--- src/rtl/wdt2_pkg.sv ---
package wdt2_pkg;
    typedef enum logic [1:0] {
        UL_IDLE = 2'd0,
        UL_HALF = 2'd1,
        UL_OPEN = 2'd2
    } unlock_e;

    typedef enum logic {
        ST_FIRST  = 1'b0,
        ST_SECOND = 1'b1
    } stage_e;

    localparam logic [15:0] KEY_FIRST  = 16'h0080;
    localparam logic [15:0] KEY_SECOND = 16'h0086;

    localparam logic [2:0] IDX_PRE1   = 3'd0;
    localparam logic [2:0] IDX_PRE2   = 3'd1;
    localparam logic [2:0] IDX_STAT   = 3'd2;
    localparam logic [2:0] IDX_RELOAD = 3'd3;
    localparam logic [2:0] IDX_CTRL   = 3'd4;
    localparam logic [2:0] IDX_LOCK   = 3'd5;

    localparam int RLD_RESTART_BIT = 8;
    localparam int RLD_FLAG_BIT    = 9;
endpackage

--- src/rtl/wdt2_unlock.sv ---
module wdt2_unlock
    import wdt2_pkg::*;
(
    input  logic        clk,
    input  logic        rst_n,
    input  logic        wr_prot,
    input  logic        wr_reload,
    input  logic [15:0] wdata,
    output logic        open_o
);
    typedef struct packed {
        unlock_e st;
    } ul_t;

    ul_t d, q;

    always_comb begin
        d = q;
        if (wr_prot) begin
            unique case (q.st)
                UL_IDLE: d.st = (wr_reload && wdata == KEY_FIRST) ? UL_HALF : UL_IDLE;
                UL_HALF: d.st = (wr_reload && wdata == KEY_SECOND) ? UL_OPEN : UL_IDLE;
                default: d.st = UL_IDLE;
            endcase
        end
    end

    always_ff @(posedge clk or negedge rst_n) begin
        if (!rst_n) q <= '{st: UL_IDLE};
        else        q <= d;
    end

    assign open_o = (q.st == UL_OPEN);

    assert_single_write_R2: assert property (@(posedge clk) disable iff (!rst_n)
        (q.st == UL_OPEN && wr_prot) |=> (q.st == UL_IDLE));

    assert_bad_key_R3: assert property (@(posedge clk) disable iff (!rst_n)
        (q.st == UL_HALF && wr_prot && !(wr_reload && wdata == KEY_SECOND)) |=> (q.st == UL_IDLE));
endmodule

--- src/rtl/wdt2_prescale.sv ---
module wdt2_prescale #(
    parameter int SLOW_SHIFT = 15,
    parameter int FAST_SHIFT = 5
) (
    input  logic clk,
    input  logic rst_n,
    input  logic en,
    input  logic restart,
    input  logic fast,
    output logic tick_o
);
    localparam int PS_W = (SLOW_SHIFT > FAST_SHIFT) ? SLOW_SHIFT : FAST_SHIFT;
    localparam logic [PS_W-1:0] SLOW_LIM = PS_W'((64'd1 << SLOW_SHIFT) - 64'd1);
    localparam logic [PS_W-1:0] FAST_LIM = PS_W'((64'd1 << FAST_SHIFT) - 64'd1);

    typedef struct packed {
        logic [PS_W-1:0] cnt;
    } ps_t;

    ps_t d, q;
    logic [PS_W-1:0] lim;

    always_comb begin
        lim    = fast ? FAST_LIM : SLOW_LIM;
        tick_o = en && !restart && (q.cnt >= lim);
        d      = q;
        if (!en || restart || tick_o) d.cnt = '0;
        else                          d.cnt = q.cnt + PS_W'(1);
    end

    always_ff @(posedge clk or negedge rst_n) begin
        if (!rst_n) q <= '0;
        else        q <= d;
    end
endmodule

--- src/rtl/wdt2_stages.sv ---
module wdt2_stages
    import wdt2_pkg::*;
#(
    parameter int PRELOAD_W = 20
) (
    input  logic                 clk,
    input  logic                 rst_n,
    input  logic                 en,
    input  logic                 restart,
    input  logic                 tick,
    input  logic                 free_run,
    input  logic [PRELOAD_W-1:0] pre1,
    input  logic [PRELOAD_W-1:0] pre2,
    output logic                 s1_fire_o,
    output logic                 s2_fire_o
);
    typedef struct packed {
        stage_e               stage;
        logic [PRELOAD_W-1:0] cnt;
    } stg_t;

    stg_t d, q;
    logic [PRELOAD_W-1:0] eff1, eff2;
    logic                 last, step;

    always_comb begin
        eff1      = (pre1 == '0) ? PRELOAD_W'(1) : pre1;
        eff2      = (pre2 == '0) ? PRELOAD_W'(1) : pre2;
        last      = (q.cnt <= PRELOAD_W'(1));
        step      = en && !restart && tick;
        s1_fire_o = step && last && (q.stage == ST_FIRST);
        s2_fire_o = step && last && (q.stage == ST_SECOND);
        d = q;
        if (!en || restart) begin
            d.stage = ST_FIRST;
            d.cnt   = eff1;
        end else if (step) begin
            if (!last) begin
                d.cnt = q.cnt - PRELOAD_W'(1);
            end else if (q.stage == ST_FIRST && !free_run) begin
                d.stage = ST_SECOND;
                d.cnt   = eff2;
            end else begin
                d.stage = ST_FIRST;
                d.cnt   = eff1;
            end
        end
    end

    always_ff @(posedge clk or negedge rst_n) begin
        if (!rst_n) q <= '{stage: ST_FIRST, cnt: PRELOAD_W'(1)};
        else        q <= d;
    end
endmodule

--- src/rtl/wdt2_top.sv ---
module wdt2_top
    import wdt2_pkg::*;
#(
    parameter int                   PRELOAD_W   = 20,
    parameter int                   SLOW_SHIFT  = 15,
    parameter int                   FAST_SHIFT  = 5,
    parameter logic [PRELOAD_W-1:0] PRELOAD_RST = '1
) (
    input  logic        clk,
    input  logic        rst_n,
    input  logic        bus_sel,
    input  logic        bus_we,
    input  logic [4:0]  bus_addr,
    input  logic [31:0] bus_wdata,
    output logic [31:0] bus_rdata,
    output logic        irq_o,
    output logic        wdt_rst_o
);
    localparam int DATA_W = 32;

    typedef struct packed {
        logic [PRELOAD_W-1:0] pre1;
        logic [PRELOAD_W-1:0] pre2;
        logic                 rst_dis;
        logic                 tick_fast;
        logic [1:0]           irq_type;
        logic                 lock;
        logic                 en;
        logic                 free_run;
        logic                 irq_pend;
        logic                 flag;
        logic                 rst_pulse;
    } regs_t;

    regs_t d, q;
    logic [2:0] idx;
    logic       wr, wr_prot, wr_reload, ul_open, restart, tick, s1_fire, s2_fire;
    logic       unused_bits;

    assign idx         = bus_addr[4:2];
    assign wr          = bus_sel && bus_we;
    assign wr_reload   = wr && (idx == IDX_RELOAD);
    assign wr_prot     = wr && (idx == IDX_PRE1 || idx == IDX_PRE2 || idx == IDX_RELOAD);
    assign restart     = wr_reload && ul_open && bus_wdata[RLD_RESTART_BIT];
    assign unused_bits = ^{bus_addr[1:0], bus_wdata[DATA_W-1:PRELOAD_W]};

    wdt2_unlock u_unlock (
        .clk       (clk),
        .rst_n     (rst_n),
        .wr_prot   (wr_prot),
        .wr_reload (wr_reload),
        .wdata     (bus_wdata[15:0]),
        .open_o    (ul_open)
    );

    wdt2_prescale #(.SLOW_SHIFT(SLOW_SHIFT), .FAST_SHIFT(FAST_SHIFT)) u_prescale (
        .clk     (clk),
        .rst_n   (rst_n),
        .en      (q.en),
        .restart (restart),
        .fast    (q.tick_fast),
        .tick_o  (tick)
    );

    wdt2_stages #(.PRELOAD_W(PRELOAD_W)) u_stages (
        .clk       (clk),
        .rst_n     (rst_n),
        .en        (q.en),
        .restart   (restart),
        .tick      (tick),
        .free_run  (q.free_run),
        .pre1      (q.pre1),
        .pre2      (q.pre2),
        .s1_fire_o (s1_fire),
        .s2_fire_o (s2_fire)
    );

    always_comb begin
        d = q;
        if (wr && ul_open && idx == IDX_PRE1) d.pre1 = bus_wdata[PRELOAD_W-1:0];
        if (wr && ul_open && idx == IDX_PRE2) d.pre2 = bus_wdata[PRELOAD_W-1:0];
        if (wr && idx == IDX_CTRL) begin
            d.rst_dis   = bus_wdata[5];
            d.tick_fast = bus_wdata[2];
            d.irq_type  = bus_wdata[1:0];
        end
        if (wr && idx == IDX_LOCK) begin
            d.lock     = q.lock | bus_wdata[0];
            d.en       = q.lock ? (q.en | bus_wdata[1]) : bus_wdata[1];
            d.free_run = q.lock ? q.free_run : bus_wdata[2];
        end
        if (wr && idx == IDX_STAT && bus_wdata[0]) d.irq_pend = 1'b0;
        if (wr_reload && ul_open && bus_wdata[RLD_FLAG_BIT]) d.flag = 1'b0;
        if (s1_fire && q.irq_type != 2'b11) d.irq_pend = 1'b1;
        if (s2_fire) d.flag = 1'b1;
        d.rst_pulse = s2_fire && !q.rst_dis;
    end

    always_ff @(posedge clk or negedge rst_n) begin
        if (!rst_n) begin
            q          <= '0;
            q.pre1     <= PRELOAD_RST;
            q.pre2     <= PRELOAD_RST;
            q.irq_type <= 2'b11;
        end else begin
            q <= d;
        end
    end

    always_comb begin
        bus_rdata = '0;
        unique case (idx)
            IDX_PRE1:   bus_rdata[PRELOAD_W-1:0] = q.pre1;
            IDX_PRE2:   bus_rdata[PRELOAD_W-1:0] = q.pre2;
            IDX_STAT:   bus_rdata[0] = q.irq_pend;
            IDX_RELOAD: bus_rdata[RLD_FLAG_BIT] = q.flag;
            IDX_CTRL:   bus_rdata[5:0] = {q.rst_dis, 2'b00, q.tick_fast, q.irq_type};
            IDX_LOCK:   bus_rdata[2:0] = {q.free_run, q.en, q.lock};
            default:    bus_rdata = '0;
        endcase
    end

    assign irq_o     = q.irq_pend;
    assign wdt_rst_o = q.rst_pulse;

    assert_rst_single_R6: assert property (@(posedge clk) disable iff (!rst_n)
        wdt_rst_o |=> !wdt_rst_o);

    assert_rst_with_flag_R6: assert property (@(posedge clk) disable iff (!rst_n)
        wdt_rst_o |-> q.flag);

    assert_lock_keeps_en_R9: assert property (@(posedge clk) disable iff (!rst_n)
        (q.lock && q.en) |=> (q.lock && q.en));

    assert_no_rst_disabled_R10: assert property (@(posedge clk) disable iff (!rst_n)
        !q.en |=> !wdt_rst_o);

    assert_no_irq_disabled_R10: assert property (@(posedge clk) disable iff (!rst_n)
        (!q.en && !irq_o && !(wr && idx == IDX_LOCK)) |=> !irq_o);
endmodule

--- config.mk ---
export PLATFORM = sky130hd
export DESIGN_NAME = wdt2_top
export DESIGN_NICKNAME = d
export VERILOG_FILES = /design/src/rtl/wdt2_pkg.sv /design/src/rtl/wdt2_unlock.sv /design/src/rtl/wdt2_prescale.sv /design/src/rtl/wdt2_stages.sv /design/src/rtl/wdt2_top.sv
export SDC_FILE = /design/constraint.sdc
export NUM_CORES = 1
export LEC_CHECK = 0
export BUFFER_PORTS_ARGS = -buffer_cell sky130_fd_sc_hd__buf_2
export CORE_MARGIN = 3
export CORE_UTILIZATION = 40
export CTS_CLUSTER_DIAMETER = 200
export DETAILED_ROUTE_END_ITERATION = 16
export PLACE_DENSITY = 0.68
export SLEW_MARGIN = 30
export SYNTH_ARGS = -nofsm -noshare
export SYNTH_HDL_FRONTEND = slang
export SYNTH_SLANG_ARGS = --single-unit
--- constraint.sdc ---
create_clock -name clk -period 2.41 [get_ports clk]
set_input_delay 0.1205 -clock clk [delete_from_list [all_inputs] [get_ports clk]]
set_output_delay 0.1205 -clock clk [all_outputs]
set_load 0.05 [all_outputs]
### Word level (Yosys, flattened, before mapping)

Index checks and enable logic that the tools add are counted.

| storage, ports and cells | value |
|---|---|
| output and inout bits | 34 |
| ROM bits | 0 |
| memories kept | 0 |
| bits of input ports | 41 |
| logic and storage cells | 98 |
| latch bits | 0 |
| RAM bits | 0 |
| flip-flop bits (word level) | 88 |

| cells by class | value |
|---|---|
| div/mod/pow operators | 0 |
| order comparisons | 2 |
| multiply operators | 0 |
| reduce and logical (&&, ||, !) cells | 42 |
| add/sub/neg operators | 2 |
| shift operators | 0 |
| muxes and demuxes | 23 |
| bitwise operators | 4 |
| equality and inequality tests | 10 |

Operators by type and width:

| operator | number |
|---|---|
| 21-bit 2-to-1 mux | 3 |
| 20-bit 2-to-1 mux | 3 |
| 20-bit logical NOT | 2 |
| 16-bit by 8-bit equality test with 1-bit output, second input constant | 2 |
| 15-bit 2-to-1 mux | 2 |
| 1-bit logical AND | 24 |
| 20-bit by 1-bit less-or-equal comparator with 1-bit output, second input constant | 1 |
| 10-bit case mux with 2 select lines | 1 |
| 20-bit by 1-bit subtractor with 20-bit output, second input constant | 1 |
| 15-bit by 1-bit adder with 15-bit output, second input constant | 1 |
| 15-bit greater-or-equal comparator | 1 |
| 3-bit case mux with 3 select lines | 1 |
| 2-bit case mux with 4 select lines | 1 |
| 2-bit nonzero test | 4 |
| 1-bit 2-to-1 mux | 7 |
| 3-bit by 2-bit equality test with 1-bit output, second input constant | 2 |
| 3-bit equality test, second input constant | 2 |
| 3-bit case mux with 2 select lines | 1 |
| 1-bit case mux with 5 select lines | 1 |
| 1-bit logical NOT | 4 |
| 1-bit logical OR | 4 |
| 2-bit case mux with 2 select lines | 1 |
| 2-bit AND reduction | 2 |
| 3-bit by 1-bit equality test with 1-bit output, second input constant | 1 |
| 9 further kinds | 11 |

### Logic depth before layout (Yosys ltp)

| depth | value |
|---|---|
| depth in word-level cells | 12 |
| depth in mapped cells | 9 |
| mapped depth without buffers | 8 |

### Hierarchy

Synthesis repeated with hierarchy kept, for this count alone.

| second synthesis, totals | value |
|---|---|
| cells, all modules | 550 |
| area total of the unflattened synthesis | 5,634.2 um^2 |

By module, submodules not included:

| module | times used | area an instance (um^2) | cells each | seq. area each (um^2) |
|---|---|---|---|---|
| wdt2_top | 1 | 2,580.0 | 194 | 1,303.8 |
| wdt2_stages | 1 | 1,903.1 | 241 | 526.8 |
| wdt2_prescale | 1 | 999.7 | 99 | 375.4 |
| wdt2_unlock | 1 | 151.4 | 16 | 50.0 |

### Worst setup path before layout

No wires, ideal clock.

| path | value |
|---|---|
| path type | register to register |
| start | register u_stages.q[1] (netlist name) |
| end | register u_stages.q[0] (netlist name) |
| path buffers | 0 |
| arrival time | 2.406 ns |
| data required time | 2.321 ns |
| cell stages (with the launch flop) | 9 |
| library setup time | 0.089 ns |
| clock period less this slack | 2.495 ns |
| path slack | -0.085 ns |
| path through | dfrtp_1 inv_1 ha_1 nor2_1 or4_1 nor4_4 mux2_1 mux2i_1 a21oi_2 |

| on the way | value |
|---|---|
| word-level cells in the longest chain between the ends | 4 |

Ends and longest elaborated chain:

| element | line | RTL |
|---|---|---|
| from (decl) | wdt2_stages.sv:22 | `stg_t d, q;` |
| from (signal assigned) | wdt2_stages.sv:51 | `if (!rst_n) q <= '{stage: ST_FIRST, cnt: PRELOAD_W'(1)};` |
| 20-bit by 1-bit less-or-equal comparator with 1-bit output | wdt2_stages.sv:29 | `last = (q.cnt <= PRELOAD_W'(1));` |
| 20-bit 2-to-1 mux | wdt2_stages.sv:38 | `if (!last) begin` |
| 21-bit 2-to-1 mux | wdt2_stages.sv:37 | `end else if (step) begin` |
| 21-bit 2-to-1 mux | wdt2_stages.sv:34 | `if (!en \|\| restart) begin` |

Every way passes these cells. The select of a mux whose other input is x is not followed.
A chain may end at the register's enable or synchronous reset.

### Worst setup path after layout

| path | value |
|---|---|
| start | register u_stages.q[0] (netlist name) |
| end | register u_stages.q[11] (netlist name) |

| on the way | value |
|---|---|
| word-level cells in the longest chain between the ends | 4 |
| elaborated cells on any way between the ends | 5 |
| classes of those cells | add/sub: 1; order compare: 1; mux: 3 |

Ends and longest elaborated chain:

| element | line |
|---|---|
| 20-bit by 1-bit subtractor with 20-bit output or 20-bit by 1-bit less-or-equal comparator with 1-bit output (tied branches) | wdt2_stages.sv:39, wdt2_stages.sv:29 |
| 20-bit 2-to-1 mux (*) | wdt2_stages.sv:38 |
| 21-bit 2-to-1 mux (*) | wdt2_stages.sv:37 |
| 21-bit 2-to-1 mux (*) | wdt2_stages.sv:34 |

Mark *: on every way between the ends. The rest lies on a longest branch, timed or not. The select of a mux whose other input is x is not followed.

==> results_dict.tcl <==
set metrics [dict create \
    status "finished, final reports clean" \
    rsz0062_at_grt "yes" \
    vias 4549 \
    hold_start "bus_wdata[17]" \
    multi_input_area_sq_um 2910 \
    switching_share_pct 32.4 \
    post-place-ws_ns 0.00617 \
    hold_path.class "primary input to flip-flop" \
    synthArstFlopShare_pct 100 \
    ff2ff_path_depth 8 \
    overflow 0 \
    fin_skew_ns 0.00861 \
    reg2reg_from "u_stages.q[0]" \
    drt_first_iter_violations 335 \
    layout_setup_ws_ns 0.0752 \
    portBuffers 48 \
    cp_slowest_cell "dfstp_2" \
    worstPathMaxFanout 4 \
    cts-root-buf "clkbuf_16" \
    start_kind "flip-flop" \
    tightest_slew_ns 0.662 \
    drt_wl_total_um 13800 \
    worstHoldPathCells 2 \
    whs_endpoint "q[27]" \
    num_io_pins 75 \
    path_clk_slew_ns 0.07 \
    fill_cells 1203 \
    seqPwrFrac_pct 42.8 \
    avgSynthCellArea_sq_um 9.68 \
    start_util_pct 41.5 \
    synth-main-ff-cell "dfrtp_1" \
    critPathLaunch "u_stages.q[0]" \
    arrival_ns 2.62 \
    seq_area_frac_synth_pct 42.4 \
    dr.pass1.iters 5 \
    num_rows 41 \
    fin_nets 670 \
    coreArea_sq_um 12800 \
    ant_nets 0 \
    r2r_slack_ns 0.08 \
    synthCells 550 \
    post-dp-hpwl_um 9880 \
    antennaDiodeCount 0 \
    netlist-cell-type-count 55 \
    fmax_mhz 428 \
    grt_pass1_wl_um 22400 \
    slew_viol_final 0 \
    combPwrFrac_pct 22.0 \
    clock_latency_ns 0.36 \
    first_global_vias 4417 \
    die_area_sq_um 14700 \
    setup_viol 0 \
    slew_headroom_pct 55.4 \
    cts_tree "done" \
    drc 0 \
    p_int_w 0.00265 \
    ir_worst_vdd_mv 0.401 \
    period_share_pct 96.9 \
    r2r-end "u_stages.q[11]" \
    hold_viol 0 \
    p_per_area_nw_per_um2 625 \
    grt_max_degree 43 \
    clockPowerShare_pct 35.3 \
    p_leak_nw 2.73 \
    grt_antenna_before_repair 0 \
    synth_edf_count 0 \
    grt_usage_pct 19.2 \
    synth-seq-cells 88 \
    htree_levels 3 \
    die_h_um 121 \
    area_delta_synth_final_pct 17.8 \
    critical_path.cell_chain "ha_2 -> nor2_2 -> or4_4 -> nor4_4 -> buf_4 -> nor3_2 -> a311o_1 -> a21oi_1" \
    maxCapViolations 0 \
    whs_ns 0.0189 \
    cts_sinks 88 \
    critPathRequiredTime_ns 2.69 \
    viasPerCell 5.74 \
    worst-setup-path-type "flip-flop to flip-flop" \
    cp_num_buf_inv 1 \
    p_sw_w 0.00127 \
    critPathTopFamily "simple AND/OR/NAND/NOR gates" \
    die_w_um 121 \
    clock_path_buffers 2 \
    drive_above_1_share_pct 33.0 \
    critPathMaxStageDelay_ns 0.56 \
    finalCriticalPeriod_ns 2.33 \
    wl_per_cell_um 17.4 \
    yosys_warnings 0 \
    synth_area_sq_um 5330 \
    cp-end-kind "flip-flop" \
    cts_buffers 9 \
    seq_area_sq_um 2260 \
    gp_congestion 0.879 \
]
==> logic make-up after synthesis <==
logic type / count (synthesis) / synth area share, %
muxes: 76 / 16.0
and+or+nand+nor: 206 / 18.9
buffers and inverters: 48 / 4.49
adders and majority gates: 13 / 3.05
AOI/OAI and AO/OA: 91 / 10.7
xor gates and xnor gates: 27 / 4.44
other: 1 / 0.0704
DFF: 88 / 42.4
==> layer usage <==
| layer | GRT usage [%] | vias to the layer above | share of wire [%] |
|---|---|---|---|
| met5 | 0 | - | 0 |
| met4 | 9.31 | 0 | 3.2 |
| met3 | 3.26 | 36 | 6.4 |
| met2 | 31.6 | 195 | 48 |
| met1 | 24.4 | 2223 | 42 |
| li1 | - | 2095 | - |
==> worst reg2reg max path: cells and delay by family, from the launching register on <==
kind	cells	cell delay, ns
compound gates	2	0.40
fa+ha+maj	1	0.17
buf+inv	1	0.18
flops	1	0.56
simple gates	4	0.96
==> worst max-delay path by stage <==
stage / endpoint / slack [ns] / cells past startpoint
2_1_floorplan: u_stages.q[0] / -0.05 / 7
3_3_place_gp: u_stages.q[9] / 0.04 / 7
3_5_place_dp: u_stages.q[10] / 0.006 / 8
4_1_cts: u_stages.q[9] / 0.002 / 7
5_1_grt: u_stages.q[1] / -0.02 / 8
6_report: u_stages.q[11] / 0.08 / 8
==> Yosys cell counts, types with 3 or more instances <==
library cell,n,area (sq um)
a21oi_1,21,105
a31oi_1,9,56.3
and3_1,5,31.3
buf_2,5,25.0
buf_4,12,90.1
clkbuf_1,21,78.8
dfrtp_1,45,1130
dfstp_2,43,1130
ha_1,13,163
inv_1,8,30.0
mux2_2,43,484
mux2i_1,29,290
mux4_2,3,67.6
nand2_1,57,214
nand2b_1,4,25.0
nand3_1,24,120
nand4_1,10,62.6
nor2_1,64,240
nor2b_1,4,25.0
nor3_1,7,35.0
nor4_1,15,93.8
o211ai_1,11,82.6
o21ai_0,29,145
o41ai_1,3,26.3
xnor2_1,7,61.3
xor2_1,20,175
==> stage by stage <==
| step | instance area [sq um] | total power (W) | setup TNS, ns | utilization, % | cells |
|---|---|---|---|---|---|
| 5_1_grt | 6270 | 0.00410 | -0.0635 | 48.9 | 793 |
| 4_1_cts | 6180 | 0.00388 | 0 | 48.2 | 785 |
| 6_report | 6270 | 0.00392 | 0 | 48.9 | 793 |
| 3_3_place_gp | 5870 | 0.00246 | 0 | 45.7 | 767 |
| 3_5_place_dp | 5870 | 0.00249 | 0 | 45.7 | 767 |
| 2_1_floorplan | 5380 | 0.00224 | -0.0531 | - | 561 |
==> cell type report <==
type                       count  area share, %
inverter                       8          0.479
tap                          172           3.43
timing repair buffer          84           9.17
clock inverter                 6          0.818
multi-input combinational    425           46.3
sequential                    88           36.0
clock buffer                  10           3.81
==> cells in the final DEF, fill, tap and decap left out, types with 12 or more instances in the layout <==
master / instances
dfrtp_1: 44
dfstp_2: 43
buf_2: 47
mux2i_1: 28
nand2_1: 56
o21ai_0: 26
buf_4: 29
nor2_1: 63
xor2_1: 20
nand3_1: 24
nor4_1: 15
conb_1: 12
a21oi_1: 21
mux2_2: 43
==> power by group through the flow <==
stage | combinational [W] | sequential [W] | clock (W)
after floorplan | 0.000573 | 0.00167 | 0
after global placement | 0.000769 | 0.00169 | 0
final | 0.000861 | 0.00168 | 0.00138
after global routing | 0.000942 | 0.00169 | 0.00147
after detailed placement | 0.000792 | 0.00170 | 0
after CTS | 0.000805 | 0.00167 | 0.00140
==> sequential cells by signal (all words and copies together), names as in the netlist <==
name and cells:
u_unlock.q 2, irq_o 1, q 48, u_stages.q 21
u_prescale.q 15, wdt_rst_o 1
==> repair_timing <==
action / in CTS / in global routing
buffers inserted: 0 / 8
gates resized for setup: 1 / 11
pin swaps: 0 / 3
endpoints found under the setup margin: 1 / 22
hold buffers: 2 / 0
hold endpoints to repair: 25 / 0
No activity file was read; power rests on OpenSTA's default activity.
